### config.mk
export PLATFORM = sky130hd
export DESIGN_NAME = i2srx_top
export DESIGN_NICKNAME = d
export VERILOG_FILES = /design/src/rtl/i2srx_pkg.sv /design/src/rtl/i2srx_sync.sv /design/src/rtl/i2srx_framer.sv /design/src/rtl/i2srx_chan.sv /design/src/rtl/i2srx_wlen.sv /design/src/rtl/i2srx_top.sv
export SDC_FILE = /design/constraint.sdc
export NUM_CORES = 1
export LEC_CHECK = 0
export ABC_CLOCK_PERIOD_IN_PS = 8000
export BUFFER_PORTS_ARGS = -buffer_cell sky130_fd_sc_hd__buf_2
export CORE_ASPECT_RATIO = 1.5
export CORE_MARGIN = 4
export CORE_UTILIZATION = 30
export CTS_CLUSTER_SIZE = 12
export DETAILED_ROUTE_END_ITERATION = 6
export PLACE_DENSITY = 0.52
export SLEW_MARGIN = 20
export SYNTH_ARGS = -nofsm -noshare
export SYNTH_HDL_FRONTEND = slang
export SYNTH_SLANG_ARGS = --single-unit
### constraint.sdc
create_clock -name clk -period 8 [get_ports clk]
set_input_delay 0.8 -clock clk [delete_from_list [all_inputs] [get_ports clk]]
set_output_delay 0.8 -clock clk [all_outputs]
set_load 0.01 [all_outputs]
### src/rtl/i2srx_pkg.sv
package i2srx_pkg;

    // One bit-clock event as seen in the system clock domain
    typedef struct packed {
        logic rise;  // bit clock rising edge detected this cycle
        logic ws;    // synchronized word select at that edge
        logic sd;    // synchronized serial data at that edge
    } bit_evt_t;

    localparam int unsigned CH_LEFT  = 0;
    localparam int unsigned CH_RIGHT = 1;
    localparam int unsigned CH_COUNT = 2;

endpackage

### src/rtl/i2srx_sync.sv
module i2srx_sync
    import i2srx_pkg::*;
#(
    parameter int STAGES = 2
) (
    input  logic     clk,
    input  logic     rst_n,
    input  logic     sck_i,
    input  logic     ws_i,
    input  logic     sd_i,
    output bit_evt_t evt_o
);

    typedef struct packed {
        logic [STAGES-1:0] sck;
        logic [STAGES-1:0] ws;
        logic [STAGES-1:0] sd;
        logic              sck_last;
    } sync_st_t;

    sync_st_t st_d, st_q;

    always_comb begin
        st_d          = st_q;
        st_d.sck      = {st_q.sck[STAGES-2:0], sck_i};
        st_d.ws       = {st_q.ws[STAGES-2:0], ws_i};
        st_d.sd       = {st_q.sd[STAGES-2:0], sd_i};
        st_d.sck_last = st_q.sck[STAGES-1];

        evt_o.rise = st_q.sck[STAGES-1] & ~st_q.sck_last;
        evt_o.ws   = st_q.ws[STAGES-1];
        evt_o.sd   = st_q.sd[STAGES-1];
    end

    always_ff @(posedge clk) begin
        if (!rst_n) begin
            st_q <= '0;
        end else begin
            st_q <= st_d;
        end
    end

endmodule

### src/rtl/i2srx_framer.sv
module i2srx_framer
    import i2srx_pkg::*;
#(
    parameter int FRAME_LEN = 64,
    parameter int IDX_W     = 6,
    parameter int CNT_W     = 8
) (
    input  logic             clk,
    input  logic             rst_n,
    input  bit_evt_t         evt_i,
    output logic [IDX_W-1:0] idx_o,
    output logic [1:0]       clr_o,
    output logic [1:0]       we_o,
    output logic             sd_o,
    output logic             frame_end_o,
    output logic             frame_ok_o
);

    typedef struct packed {
        logic             ws_last;
        logic             armed;
        logic [IDX_W-1:0] idx;
        logic [CNT_W-1:0] cnt;
    } frm_st_t;

    frm_st_t st_d, st_q;
    logic    ws_edge;

    always_comb begin
        st_d        = st_q;
        clr_o       = '0;
        we_o        = '0;
        frame_end_o = 1'b0;
        frame_ok_o  = 1'b0;
        ws_edge     = evt_i.ws ^ st_q.ws_last;

        if (evt_i.rise) begin
            st_d.ws_last = evt_i.ws;

            // slot index within the current channel half
            if (ws_edge) begin
                st_d.idx            = '0;
                clr_o[evt_i.ws]     = 1'b1;
            end else begin
                if (st_q.idx != '1) begin
                    st_d.idx = st_q.idx + 1'b1;
                end
                we_o[evt_i.ws] = 1'b1;
            end

            // frame length bookkeeping between word-select falls
            if (ws_edge && !evt_i.ws) begin
                frame_end_o = st_q.armed;
                frame_ok_o  = (st_q.cnt == CNT_W'(FRAME_LEN));
                st_d.cnt    = CNT_W'(1);
                st_d.armed  = 1'b1;
            end else if (st_q.cnt != '1) begin
                st_d.cnt = st_q.cnt + 1'b1;
            end
        end

        idx_o = st_d.idx;
        sd_o  = evt_i.sd;
    end

    always_ff @(posedge clk) begin
        if (!rst_n) begin
            st_q <= '0;
        end else begin
            st_q <= st_d;
        end
    end

endmodule

### src/rtl/i2srx_chan.sv
module i2srx_chan #(
    parameter int SAMPLE_W = 24,
    parameter int IDX_W    = 6
) (
    input  logic                clk,
    input  logic                rst_n,
    input  logic                clr_i,
    input  logic                we_i,
    input  logic [IDX_W-1:0]    idx_i,
    input  logic                sd_i,
    output logic [SAMPLE_W-1:0] word_o
);

    logic [SAMPLE_W-1:0] word_d, word_q;

    always_comb begin
        word_d = word_q;
        if (clr_i) begin
            word_d = '0;
        end else if (we_i) begin
            // slot 1 is the MSB; slots past SAMPLE_W match no bit
            for (int b = 0; b < SAMPLE_W; b++) begin
                if (idx_i == IDX_W'(SAMPLE_W - b)) begin
                    word_d[b] = sd_i;
                end
            end
        end
    end

    always_ff @(posedge clk) begin
        if (!rst_n) begin
            word_q <= '0;
        end else begin
            word_q <= word_d;
        end
    end

    assign word_o = word_q;

endmodule

### src/rtl/i2srx_wlen.sv
module i2srx_wlen #(
    parameter int SAMPLE_W   = 24,
    parameter int MIN_WLEN   = 16,
    parameter int WIN_FRAMES = 4,
    parameter int WL_W       = 5
) (
    input  logic                clk,
    input  logic                rst_n,
    input  logic                stb_i,
    input  logic [SAMPLE_W-1:0] left_i,
    input  logic [SAMPLE_W-1:0] right_i,
    output logic [WL_W-1:0]     wlen_o
);

    localparam int WC_W = $clog2(WIN_FRAMES) + 1;

    typedef struct packed {
        logic [WL_W-1:0] acc;
        logic [WC_W-1:0] cnt;
        logic [WL_W-1:0] wl;
    } wl_st_t;

    wl_st_t          st_d, st_q;
    logic [WL_W-1:0] pos_l, pos_r, frame_pos, peak;

    // position (1 = MSB) of the lowest set bit, 0 when none is set
    function automatic logic [WL_W-1:0] low_pos(input logic [SAMPLE_W-1:0] w);
        logic [WL_W-1:0] p;
        p = '0;
        for (int b = SAMPLE_W - 1; b >= 0; b--) begin
            if (w[b]) begin
                p = WL_W'(SAMPLE_W - b);
            end
        end
        return p;
    endfunction

    always_comb begin
        st_d      = st_q;
        pos_l     = low_pos(left_i);
        pos_r     = low_pos(right_i);
        frame_pos = (pos_l > pos_r) ? pos_l : pos_r;
        peak      = (frame_pos > st_q.acc) ? frame_pos : st_q.acc;

        if (stb_i) begin
            if (st_q.cnt == WC_W'(WIN_FRAMES - 1)) begin
                st_d.wl  = (peak < WL_W'(MIN_WLEN)) ? WL_W'(MIN_WLEN) : peak;
                st_d.acc = '0;
                st_d.cnt = '0;
            end else begin
                st_d.acc = peak;
                st_d.cnt = st_q.cnt + 1'b1;
            end
        end
    end

    always_ff @(posedge clk) begin
        if (!rst_n) begin
            st_q     <= '0;
            st_q.wl  <= WL_W'(SAMPLE_W);
        end else begin
            st_q <= st_d;
        end
    end

    assign wlen_o = st_q.wl;

endmodule

### src/rtl/i2srx_top.sv
module i2srx_top
    import i2srx_pkg::*;
#(
    parameter int SAMPLE_W    = 24,
    parameter int MIN_WLEN    = 16,
    parameter int FRAME_LEN   = 64,
    parameter int WIN_FRAMES  = 4,
    parameter int SYNC_STAGES = 2,
    localparam int WL_W       = $clog2(SAMPLE_W + 1)
) (
    input  logic                clk,
    input  logic                rst_n,
    input  logic                sck_i,
    input  logic                ws_i,
    input  logic                sd_i,
    output logic [SAMPLE_W-1:0] left_o,
    output logic [SAMPLE_W-1:0] right_o,
    output logic                valid_o,
    output logic                frame_err_o,
    output logic [WL_W-1:0]     word_len_o
);

    localparam int IDX_W = $clog2(FRAME_LEN);
    localparam int CNT_W = $clog2(FRAME_LEN) + 2;

    typedef struct packed {
        logic [SAMPLE_W-1:0] left;
        logic [SAMPLE_W-1:0] right;
        logic                valid;
        logic                err;
    } out_st_t;

    bit_evt_t            evt;
    logic [IDX_W-1:0]    idx;
    logic [1:0]          clr, we;
    logic                sd_bit, frame_end, frame_ok;
    logic [SAMPLE_W-1:0] words [CH_COUNT];
    out_st_t             out_d, out_q;

    i2srx_sync #(
        .STAGES (SYNC_STAGES)
    ) sync_i (
        .clk   (clk),
        .rst_n (rst_n),
        .sck_i (sck_i),
        .ws_i  (ws_i),
        .sd_i  (sd_i),
        .evt_o (evt)
    );

    i2srx_framer #(
        .FRAME_LEN (FRAME_LEN),
        .IDX_W     (IDX_W),
        .CNT_W     (CNT_W)
    ) framer_i (
        .clk         (clk),
        .rst_n       (rst_n),
        .evt_i       (evt),
        .idx_o       (idx),
        .clr_o       (clr),
        .we_o        (we),
        .sd_o        (sd_bit),
        .frame_end_o (frame_end),
        .frame_ok_o  (frame_ok)
    );

    for (genvar ch = 0; ch < CH_COUNT; ch++) begin : g_chan
        i2srx_chan #(
            .SAMPLE_W (SAMPLE_W),
            .IDX_W    (IDX_W)
        ) chan_i (
            .clk    (clk),
            .rst_n  (rst_n),
            .clr_i  (clr[ch]),
            .we_i   (we[ch]),
            .idx_i  (idx),
            .sd_i   (sd_bit),
            .word_o (words[ch])
        );
    end

    always_comb begin
        out_d       = out_q;
        out_d.valid = 1'b0;
        out_d.err   = 1'b0;
        if (frame_end) begin
            if (frame_ok) begin
                out_d.left  = words[CH_LEFT];
                out_d.right = words[CH_RIGHT];
                out_d.valid = 1'b1;
            end else begin
                out_d.err = 1'b1;
            end
        end
    end

    always_ff @(posedge clk) begin
        if (!rst_n) begin
            out_q <= '0;
        end else begin
            out_q <= out_d;
        end
    end

    i2srx_wlen #(
        .SAMPLE_W   (SAMPLE_W),
        .MIN_WLEN   (MIN_WLEN),
        .WIN_FRAMES (WIN_FRAMES),
        .WL_W       (WL_W)
    ) wlen_i (
        .clk     (clk),
        .rst_n   (rst_n),
        .stb_i   (out_q.valid),
        .left_i  (out_q.left),
        .right_i (out_q.right),
        .wlen_o  (word_len_o)
    );

    assign left_o      = out_q.left;
    assign right_o     = out_q.right;
    assign valid_o     = out_q.valid;
    assign frame_err_o = out_q.err;

endmodule

**Yosys cells after proc, flatten, opt, wreduce, memory -nomap -nowiden**

Index checks and enable logic that the tools add are counted.

- Bits in registers: 134
- Input bits: 5
- Output and inout bits: 55
- Word-level logic and storage cells: 231

- Add/subtract/negate cells: 3
- $lt $le $gt $ge: 5
- Equal/unequal tests: 28
- Multiplexer cells: 69
- Bitwise gates (word level): 4
- Reductions and logical operators: 59

Operator list:

| operator | count |
|---|---|
| $reduce_and A2 Y1 | 53 |
| $mux W5 | 21 |
| $mux W4 | 16 |
| $eq A6 B5 Y1 const B | 9 |
| $eq A6 B4 Y1 const B | 8 |
| $eq A6 B3 Y1 const B | 4 |
| $mux W3 | 8 |
| $mux W8 | 3 |
| $mux W2 | 8 |
| $mux W14 | 1 |
| $eq A6 B2 Y1 const B | 2 |
| $mux W6 | 2 |
| $gt A5 B5 Y1 | 2 |
| $mux W1 | 9 |
| $add A8 B1 Y8 const B | 1 |
| $eq A8 B7 Y1 const B | 1 |
| $ne A8 B8 Y1 const B | 1 |
| $add A6 B1 Y6 const B | 1 |
| $eq A6 B1 Y1 const B | 1 |
| $ne A6 B6 Y1 const B | 1 |
| $lt A5 B5 Y1 const B | 1 |
| $reduce_or A2 Y1 | 2 |
| $add A3 B1 Y3 const B | 1 |
| $eq A3 B2 Y1 const B | 1 |
| 9 further kinds | 11 |

**Logic depth before layout (Yosys ltp)**

Gate-level depths: netlist (run 1).

- Word-level depth: 30
- Gate-level depth with buffers: 18

**Cells and area by module**

A second synthesis (run 1) with hierarchy kept.

- Cells, all modules: 791
- Area total of the unflattened synthesis: 6,801.5 um2

By module, submodules not included:

| module | times used | cells an instance | area each (um2) | seq. area each (um2) |
|---|---|---|---|---|
| i2srx_chan | 2 | 117 | 1,096.1 | 480.5 |
| i2srx_top | 1 | 226 | 1,969.4 | 1,001.0 |
| i2srx_wlen | 1 | 202 | 1,443.9 | 240.2 |
| i2srx_framer | 1 | 112 | 991.0 | 320.3 |
| i2srx_sync | 1 | 17 | 205.2 | 140.1 |

**Least setup slack after synthesis (run 1)**

OpenSTA, ideal clock, no wires.

- Kind: register to register
- Start: register out_q (netlist bit left_o[1])
- End: register wlen_i.st_q[8] (netlist name)
- Library setup time: 0.070 ns
- Arrival: 3.793 ns
- Setup slack: 4.136 ns
- Cell stages (with the launch flop): 18
- Buffers on the path: 1
- Period minus slack after synthesis: 3.864 ns
- Cell sequence: dfxtp_1 > nor4_1 > nand2_1 > or2_2 > ha_1 > and3_1 > and3_1 > a2111oi_0 > nand3_1 > and2_1 > ha_1 > nor2b_1 > o31ai_1 > a21oi_1 > clkbuf_1 > nand2_1 > a2111o_1 > a21oi_1

- Word-level cells in the longest chain between the ends: 7

RTL lines:

| element | RTL line | source |
|---|---|---|
| start, declared | i2srx_top.sv:38 | `out_st_t out_d, out_q;` |
| start signal, assigned | i2srx_top.sv:101 | `out_q <= out_d;` |
| $mux W5 (*) (2 in series) | i2srx_wlen.sv:31 | `if (w[b]) begin` |
| $gt A5 B5 Y1 | i2srx_wlen.sv:42 | `frame_pos = (pos_l > pos_r) ? pos_l : pos_r;` |
| $mux W5 (*) | i2srx_wlen.sv:42 |  |
| $gt A5 B5 Y1 | i2srx_wlen.sv:43 | `peak = (frame_pos > st_q.acc) ? frame_pos : st_q.acc;` |
| $mux W5 (*) | i2srx_wlen.sv:43 |  |
| $mux W8 (*) | i2srx_wlen.sv:46 | `if (st_q.cnt == WC_W'(WIN_FRAMES - 1)) begin` |
| end signal, assigned | i2srx_wlen.sv:62 | `st_q <= st_d;` |
| end, declared | i2srx_wlen.sv:23 | `wl_st_t st_d, st_q;` |

Mark *: on every way between the ends. The rest lies on a longest branch, timed or not.
A chain may end at the register's enable or synchronous reset.

**Worst setup path in the final report (run 1)**

- Start: register out_q (netlist bit left_o[1])
- End: register wlen_i.st_q (netlist bit wlen_i.wlen_o[3])

- Word-level cells in the longest chain between the ends: 8

RTL lines:

| element | RTL line | source |
|---|---|---|
| $mux W5 (*) (2 in series) | i2srx_wlen.sv:31 |  |
| $gt A5 B5 Y1 | i2srx_wlen.sv:42 |  |
| $mux W5 (*) | i2srx_wlen.sv:42 |  |
| $gt A5 B5 Y1 | i2srx_wlen.sv:43 |  |
| $mux W5 (*) | i2srx_wlen.sv:43 |  |
| $lt A5 B5 Y1 | i2srx_wlen.sv:47 | `st_d.wl = (peak < WL_W'(MIN_WLEN)) ? WL_W'(MIN_WLEN) : peak;` |
| $mux W5 (*) | i2srx_wlen.sv:47 |  |

Marks and branches as above.

==> results of run 1 <==
## through the flow
step	utilization (%)	instance area [µm²]
finish	35.52	7282
global route	35.52	7282
CTS	35.52	7282
detailed placement	32.68	6699
global placement	32.68	6699
floorplan	-	6277
## Yosys cell counts, drive strengths merged, types with 2 or more instances
master   count  area share, %
o31ai        6           0.72
nand2      148            9.0
a32oi        2           0.28
o311ai       2           0.28
nand3       14            1.1
xor2         3           0.42
o211ai       4           0.48
nor2b       13            1.3
nor3        13            1.2
ha          18            3.6
o21bai       2           0.24
a2111oi      4           0.86
o21a         3           0.36
or2          2           0.20
mux2i       13            2.1
a21oi      120            9.6
or3          3           0.30
a31oi        7           0.70
buf         21            2.1
or4          3           0.36
nand4       10            1.0
nor3b        3           0.72
a211oi      41            5.1
a32o         3           0.48
inv         19            1.1
xnor2        2           0.28
and3         6           0.60
o41ai        2           0.28
nor2        62            3.7
clkbuf      24            1.4
o32ai        2           0.28
nor4b        3           0.52
dfxtp      133             42
nand2b       7           0.70
and2        13            1.3
o31a         4           0.56
o21ai       10           0.80
nor4        10            1.0
a21o         4           0.48
## cell type report
class                   count  area (µm²)  area share (%)
clock buffers              18       429.2           5.893
clock inverters            14       153.9           2.113
inverters                  19       71.32          0.9794
multi-input cells         575        3322           45.62
flip-flops and latches    133        2663           36.56
well taps                 264       330.3           4.536
repair buffers             61       312.8           4.296
## registers in the layout, indices dropped and copies added (netlist names)
register / count
frame_err_o: 1
valid_o: 1
sync_i.st_d: 4
wlen_i.wlen_o: 4
g_chan.chan_i.word_o: 48
left_o: 24
sync_i.st_q: 1
framer_i.st_q: 16
sync_i.evt_o: 2
wlen_i.st_q: 8
right_o: 24
## power groups by stage
stage | Clock [mW] | Sequential (mW) | Combinational, mW
after floorplan | 0 | 0.680 | 0.0218
after global placement | 0 | 0.681 | 0.0295
after detailed placement | 0 | 0.682 | 0.0291
after CTS | 0.788 | 0.667 | 0.0292
after global routing | 0.815 | 0.667 | 0.0320
final | 0.770 | 0.667 | 0.0290
## routing by layer
| metal | GRT usage [%] | vias to the layer above | routed length (µm) | part of all wire (%) |
|---|---|---|---|---|
| met3 | 3.376 | 34 | 542 | 3.0 |
| met1 | 17.60 | 2605 | 7660 | 43 |
| met2 | 27.88 | 104 | 9235 | 52 |
| met5 | 0 | - | 0 | 0 |
| li1 | - | 2837 | - | - |
| met4 | 6.355 | 0 | 440 | 2.5 |
## path summary, 6_finish.rpt
| kind | slack [ns] | to | from |
|---|---|---|---|
| setup / recovery | 3.27 | wlen_i.wlen_o[3] | left_o[1] |
| hold / removal | 0.43 | sync_i.st_d[0] | sync_i.st_d[6] |
| setup reg to reg | 3.27 | wlen_i.wlen_o[3] | left_o[1] |
| hold reg to reg | 0.43 | sync_i.st_d[0] | sync_i.st_d[6] |
## cell families (layout without fill, tap and decap cells)
| group | Yosys count | in the layout | share of synthesized area (%) |
|---|---|---|---|
| other | 1 | 1 | 0.05974 |
| AOI/OAI and AO/OA | 225 | 225 | 23.10 |
| DFF | 133 | 133 | 42.42 |
| xor gates and xnor gates | 5 | 5 | 0.6978 |
| muxes | 13 | 13 | 2.073 |
| buffers and inverters | 64 | 112 | 4.704 |
| adders and majority gates | 18 | 18 | 3.588 |
| and+or+nand+nor | 313 | 313 | 23.36 |
## worst max-delay path, stage by stage (launching register included)
cell	delay, ns
dfxtp_1	0.37
nor4_1	0.57
nand2_1	0.20
or2_2	0.32
ha_1	0.29
and3_1	0.17
o21ai_0	0.19
a2111oi_0	0.47
nand3_1	0.19
and2_1	0.18
ha_1	0.18
nor2b_1	0.11
o31ai_1	0.07
a21oi_1	0.56
and2_1	0.32
a21oi_1	0.13
o311ai_0	0.32
==> load_flow_metrics.sql, run 1 <==
INSERT INTO impl_metrics (metric_group, metric, value, unit) VALUES
('cts', 'postCtsSetupBuffers', '0', ''),
('power', 'totalPowerFinal', '1.466', 'mW'),
('power', 'power.share.combinational', '2.0', '%'),
('cts', 'cts_made_buffers', '17', ''),
('cts', 'clkSlewWorstSetupHoldPaths', '0.06', 'ns'),
('sta', 'post-route-period-util', '59.14', '%'),
('place', 'gp_routability_congestion', '0.8136', ''),
('worst_setup_path', 'arrival', '5.04', 'ns'),
('worst_setup_path', 'setup.worst_path.start_class', 'flip-flop', ''),
('worst_setup_path', 'cp.required', '8.31', 'ns'),
('layout', 'layout_commonest_cell', 'nand2_1', ''),
('synth', 'syn_inst', '772', ''),
('power', 'clock_power_share', '52.5', '%'),
('routing', 'violation_count_after_the_first_detailed_route_iteration', '334', ''),
('power', 'power.ir.vdd_worst', '0.1377', 'mV'),
('layout', 'final_cell_mix', 'nand2_1 (147), dfxtp_1 (133), a21oi_1 (120), nor2_1 (61), buf_2 (58)', ''),
('routing', 'wire_per_inst', '16.49', 'µm'),
('synth', 'seq_area_frac_synth', '42.42', '%'),
('min_path', 'worst_hold_path.num_cells', '1', ''),
('sta', 'rsz0062_at_grt', 'no', ''),
('sta', 'worst-slew-pin-transition', '0.9746', 'ns'),
('worst_setup_path', 'critical_path_end_type', 'flip-flop', ''),
('routing', 'antenna_left', '0', ''),
('cts', 'total_number_of_h_tree_levels', '4', ''),
('floorplanning', 'floorplan.rows', '64', ''),
('floorplanning', 'floorplan.io_pins', '60', ''),
('floorplanning', 'core_area', '20500', 'µm²'),
('sta', 'report.final.slew_viol_count', '0', ''),
('sta', 'setup_viol', '0', ''),
('sta', 'layout_setup_ws', '3.268', 'ns'),
('synth', 'netlist_area', '6277', 'µm²'),
('layout', 'net_total_in_the_final_layout', '830', ''),
('synth', 'async_flop_share', '0', '%'),
('worst_setup_path', 'critPathMaxFanout', '11', ''),
('synth', 'ys_ff_latch', '133', ''),
('power', 'sequentialPowerShare', '45.5', '%'),
('layout', 'area_growth', '16.01', '%'),
('routing', 'average_vias_per_placed_instance', '5.148', ''),
('place', 'pre_cts_slack', '3.338', 'ns'),
('global_routing', 'grt_pass1_vias', '5402', ''),
('sta', 'worst_clock_skew', '0.008646', 'ns'),
('layout', 'post_route_cells_drive_above_1_share', '13.05', '%'),
('synth', 'synth.avg_cell_area', '8.131', 'µm²'),
('place', 'io_buffers', '58', ''),
('routing', 'post-route-drc-count', '0', ''),
('synth', 'dominantRegCellSynth', 'dfxtp_1', ''),
('sta', 'max_freq', '0.2113', 'GHz'),
('run', 'drv_cap', '0', ''),
('sta', 'finalHoldViolations', '0', ''),
('synth', 'synth.lib_cells_used.distinct', '62', ''),
('synth', 'syn-num-nets', '795', ''),
('global_routing', 'antenna_found_initial', '0', ''),
('synth', 'synth_edf_count', '0', ''),
('routing', 'routed_wire_length', '17.88', 'mm'),
('sta', 'period_needed', '4.732', 'ns'),
('sta', 'slew_headroom', '34.67', '%'),
('power', 'net-switching-power', '0.3338', 'mW'),
('layout', 'fillCellCount', '2208', ''),
('cts', 'cts_hold_repair.buffers', '0', ''),
('floorplanning', 'initial_utilization', '30.62', '%'),
('cts', 'clock_buffer_depth', '2', ''),
('cts', 'clock_tree_from_tritoncts', 'done', ''),
('global_routing', 'grt_overflow', '0', ''),
('global_routing', 'gr-usage-all-layers', '15.45', '%'),
('place', 'place.detailed.instances', '1052', ''),
('sta', 'setup_total_negative_slack', '0', 'ns'),
('run_status', 'status', 'complete, no violations', ''),
('cts', 'clock_latency', '0.42', 'ns'),
('layout', 'layoutNonFillerInstCount', '1084', ''),
('routing', 'drt_pass1_iterations', '5', ''),
('min_path', 'worst_hold_path_type', 'flip-flop to flip-flop', '');
Note: power is estimated with default switching activity, not from simulation.
==> run 2: changes to the inputs <==
--- a/config.mk
+++ b/config.mk
@@ -5,14 +5,14 @@
 export SDC_FILE = /design/constraint.sdc
 export NUM_CORES = 1
 export LEC_CHECK = 0
-export ABC_CLOCK_PERIOD_IN_PS = 8000
+export ABC_CLOCK_PERIOD_IN_PS = 4200
 export BUFFER_PORTS_ARGS = -buffer_cell sky130_fd_sc_hd__buf_2
 export CORE_ASPECT_RATIO = 1.5
 export CORE_MARGIN = 4
 export CORE_UTILIZATION = 30
 export CTS_CLUSTER_SIZE = 12
 export DETAILED_ROUTE_END_ITERATION = 6
-export PLACE_DENSITY = 0.52
+export PLACE_DENSITY = 0.54
 export SLEW_MARGIN = 20
 export SYNTH_ARGS = -nofsm -noshare
 export SYNTH_HDL_FRONTEND = slang
==> constraint.sdc (replaced) <==
create_clock -name clk -period 4.2 [get_ports clk]
set_input_delay 0.42 -clock clk [delete_from_list [all_inputs] [get_ports clk]]
set_output_delay 0.42 -clock clk [all_outputs]
set_load 0.01 [all_outputs]
==> run 2 against run 1 <==
Net effect: sequential share of layout area down 1.3 points; power up 95%; fmax up 21%; core utilization up 1.3 points; global-route usage down 0.088 points; final area up 3.8%; critical endpoint is now wlen_i.st_q[8]; critical path type unchanged; largest cell class unchanged; cell count up 1.7%.
==> load_flow_metrics.sql, run 2 (synthesized netlist as in run 1, its figures left out) <==
INSERT INTO impl_metrics (metric_group, metric, value, unit) VALUES
('run_status', 'status', 'complete, no violations', ''),
('worst_setup_path', 'r2r_slack', '0.27', 'ns'),
('layout', 'largest_reg_flops', '48', ''),
('global_routing', 'grt_overflow', '0', ''),
('sta', 'setup_viol', '0', ''),
('place', 'place.detailed.instances', '1069', ''),
('global_routing', 'antenna_found_initial', '0', ''),
('worst_setup_path', 'r2r_start', 'left_o[13]', ''),
('cts', 'ctsRootBufferMaster', 'clkbuf_16', ''),
('place', 'io_buffers', '58', ''),
('floorplanning', 'die_w', '126.1', 'µm'),
('global_routing', 'grtUsageMet2', '27.99', '%'),
('routing', 'average_vias_per_placed_instance', '5.104', ''),
('cts', 'total_number_of_h_tree_levels', '4', ''),
('cts', 'cts_made_buffers', '17', ''),
('power', 'power.ir.vdd_worst', '0.2619', 'mV'),
('worst_setup_path', 'critical_path_end_type', 'flip-flop', ''),
('floorplanning', 'core_area', '20500', 'µm²'),
('sta', 'worst_clock_skew', '0.01149', 'ns'),
('sta', 'report.final.slew_viol_count', '0', ''),
('worst_setup_path', 'worst-r2r-cell-count', '19', ''),
('sta', 'period_needed', '3.926', 'ns'),
('power', 'internal_power', '2.179', 'mW'),
('global_routing', 'grtUsageMet1', '17.66', '%'),
('min_path', 'start_point_of_the_worst_hold_path', 'sd_i', ''),
('power', 'leakage_power_of_the_design', '2.799', 'nW'),
('floorplanning', 'initial_utilization', '30.62', '%'),
('routing', 'antenna_left', '0', ''),
('layout', 'net_total_in_the_final_layout', '848', ''),
('floorplanning', 'floorplan.rows', '64', ''),
('worst_setup_path', 'cp.required', '4.55', 'ns'),
('global_routing', 'grt_pass1_vias', '5350', ''),
('sta', 'max_freq', '0.2547', 'GHz'),
('layout', 'final_cell_mix', 'nand2_1 (147), dfxtp_1 (133), a21oi_1 (117), nor2_1 (61), buf_2 (58)', ''),
('worst_setup_path', 'critPathMaxFanout', '10', ''),
('min_path', 'worst_hold_path.num_cells', '2', ''),
('layout', 'post_route_cells_drive_above_1_share', '17.06', '%'),
('place', 'detailedPlacementHpwl', '12.82', 'mm'),
('sta', 'slew_headroom', '33.11', '%'),
('layout', 'layoutNonFillerInstCount', '1102', ''),
('cts', 'clock_buffer_depth', '2', ''),
('power', 'net-switching-power', '0.6760', 'mW'),
('routing', 'routed_wire_length', '17.72', 'mm'),
('sta', 'finalHoldViolations', '0', ''),
('floorplanning', 'floorplan.io_pins', '60', ''),
('min_path', 'timing.hold.worst_endpoint', 'sync_i.st_d[2]', ''),
('power', 'power.share.combinational', '1.9', '%'),
('routing', 'post-route-drc-count', '0', ''),
('routing', 'drt_pass1_iterations', '5', ''),
('routing', 'detailroute.via_count', '5625', ''),
('global_routing', 'grt_first_pass_wirelength', '28.70', 'mm'),
('layout', 'layout_commonest_cell', 'nand2_1', ''),
('cts', 'clock_latency', '0.42', 'ns'),
('cts', 'clock_tree_from_tritoncts', 'done', ''),
('power', 'sequentialPowerShare', '44.5', '%'),
('worst_setup_path', 'arrival', '4.27', 'ns'),
('cts', 'clkSlewWorstSetupHoldPaths', '0.07', 'ns'),
('global_routing', 'gr-usage-all-layers', '15.36', '%'),
('floorplanning', 'die-height', '185.2', 'µm'),
('worst_setup_path', 'criticalPathCategory', 'flip-flop to flip-flop', ''),
('sta', 'setup_total_negative_slack', '0', 'ns'),
('cts', 'clkSinkCount', '133', ''),
('global_routing', 'grt_max_degree', '49', ''),
('layout', 'diodes', '0', ''),
('power', 'cellPowerDensity', '377.8', 'nW/µm²'),
('worst_setup_path', 'reg_to_reg_critical_path_endpoint', 'wlen_i.st_q[8]', ''),
('worst_setup_path', 'setup.worst_path.start_class', 'flip-flop', ''),
('floorplanning', 'design.die.area', '23350', 'µm²'),
('routing', 'violation_count_after_the_first_detailed_route_iteration', '283', ''),
('sta', 'rsz0062_at_grt', 'no', ''),
('sta', 'worst-slew-pin-transition', '0.9878', 'ns'),
('global_routing', 'gr_met3_demand_resource', '3.376', '%'),
('run', 'drv_cap', '0', ''),
('layout', 'area_growth', '20.37', '%'),
('sta', 'post-route-period-util', '93.47', '%'),
('min_path', 'worst_hold_path_type', 'primary input to flip-flop', ''),
('place', 'gp_routability_congestion', '0.8419', ''),
('power', 'power_switching_share', '23.68', '%'),
('power', 'totalPowerFinal', '2.855', 'mW'),
('routing', 'wire_per_inst', '16.08', 'µm'),
('power', 'clock_power_share', '53.6', '%'),
('global_routing', 'gr-max-usage-layer', 'met2', '');
[run 2: cell types whose count changed in the layout (fill, tap and decap cells not counted), moves of 2 or more]
cell,delta
inv_8,+4
nor4_4,+2
a21oi_1,-3
clkinv_2,-2
buf_4,+18
inv_6,+4
nor4_2,+6
clkinv_4,-4
o21ai_0,-2
nor4_1,-8
a21oi_2,+2
[run 2: critical path: stages (launching register included)]
cell      delay (ns)
dfxtp_1         0.34
buf_4           0.15
nor4_1          0.26
o31a_1          0.21
o211ai_1        0.17
and2_1          0.19
ha_1            0.30
nor2b_1         0.14
o21ai_2         0.17
a21o_1          0.22
nand4_1         0.20
and2_1          0.23
ha_1            0.18
nor2b_1         0.11
o31ai_1         0.07
a21oi_1         0.17
buf_4           0.20
nand2_1         0.06
a2111o_1        0.33
a21oi_1         0.14
[run 2: worst max-delay path by stage]
| stage | start | end | slack (ns) | depth (start not counted) |
|---|---|---|---|---|
| 6_report | left_o[13] | wlen_i.st_q[8] | 0.27 | 19 |
| 5_1_grt | left_o[1] | wlen_i.wlen_o[2] | 0.005 | 18 |
| 4_1_cts | right_o[10] | wlen_i.wlen_o[3] | 0.04 | 16 |
| 3_5_place_dp | left_o[12] | wlen_i.wlen_o[3] | 0.01 | 17 |
| 3_3_place_gp | left_o[10] | wlen_i.st_q[8] | 0.09 | 18 |
| 2_1_floorplan | left_o[1] | wlen_i.st_q[8] | 0.34 | 17 |
[run 2: area by class of cell]
| cell class | count | area, µm² |
|---|---|---|
| timing repair buffer | 79 | 447.9 |
| inverter | 19 | 71.32 |
| tap | 264 | 330.3 |
| sequential | 133 | 2663 |
| clock buffer | 17 | 425.4 |
| multi-input combinational | 575 | 3437 |
| fill | 2179 | 12940 |
| clock inverter | 15 | 181.4 |
[run 2: per-layer routing]
layer | wire [µm] | vias to the layer above
met1 | 7568 | 2652
met3 | 561 | 20
met5 | 0 | -
met4 | 288 | 0
met2 | 9303 | 97
li1 | - | 2856
[run 2: through the flow]
step	area (µm²)	setup WS [ns]	utilization [%]	hold WS, ns
6_report	7556	0.2743	36.86	0.1994
5_1_grt	7556	0.005033	36.86	0.1905
4_1_cts	7440	0.04472	36.29	0.1725
3_5_place_dp	6827	0.01093	33.30	0.4169
3_3_place_gp	6827	0.09197	33.30	0.4152
2_1_floorplan	6277	0.3365	-	0.4119
[run 2: repair_timing]
item                                    CTS  global route
setup buffers                             0             1
gates resized for setup                   1            23
endpoints found under the setup margin    1             9
pin swaps                                 0             1
hold buffers                              0             0
gates cloned                              0             0
[run 2: power groups by stage]
stage | registers (mW) | logic [mW] | clock network [mW]
after global placement | 1.30 | 0.0551 | 0
final | 1.27 | 0.0546 | 1.53
after CTS | 1.27 | 0.0549 | 1.57
after detailed placement | 1.30 | 0.0551 | 0
after global routing | 1.27 | 0.0616 | 1.62
after floorplan | 1.30 | 0.0415 | 0
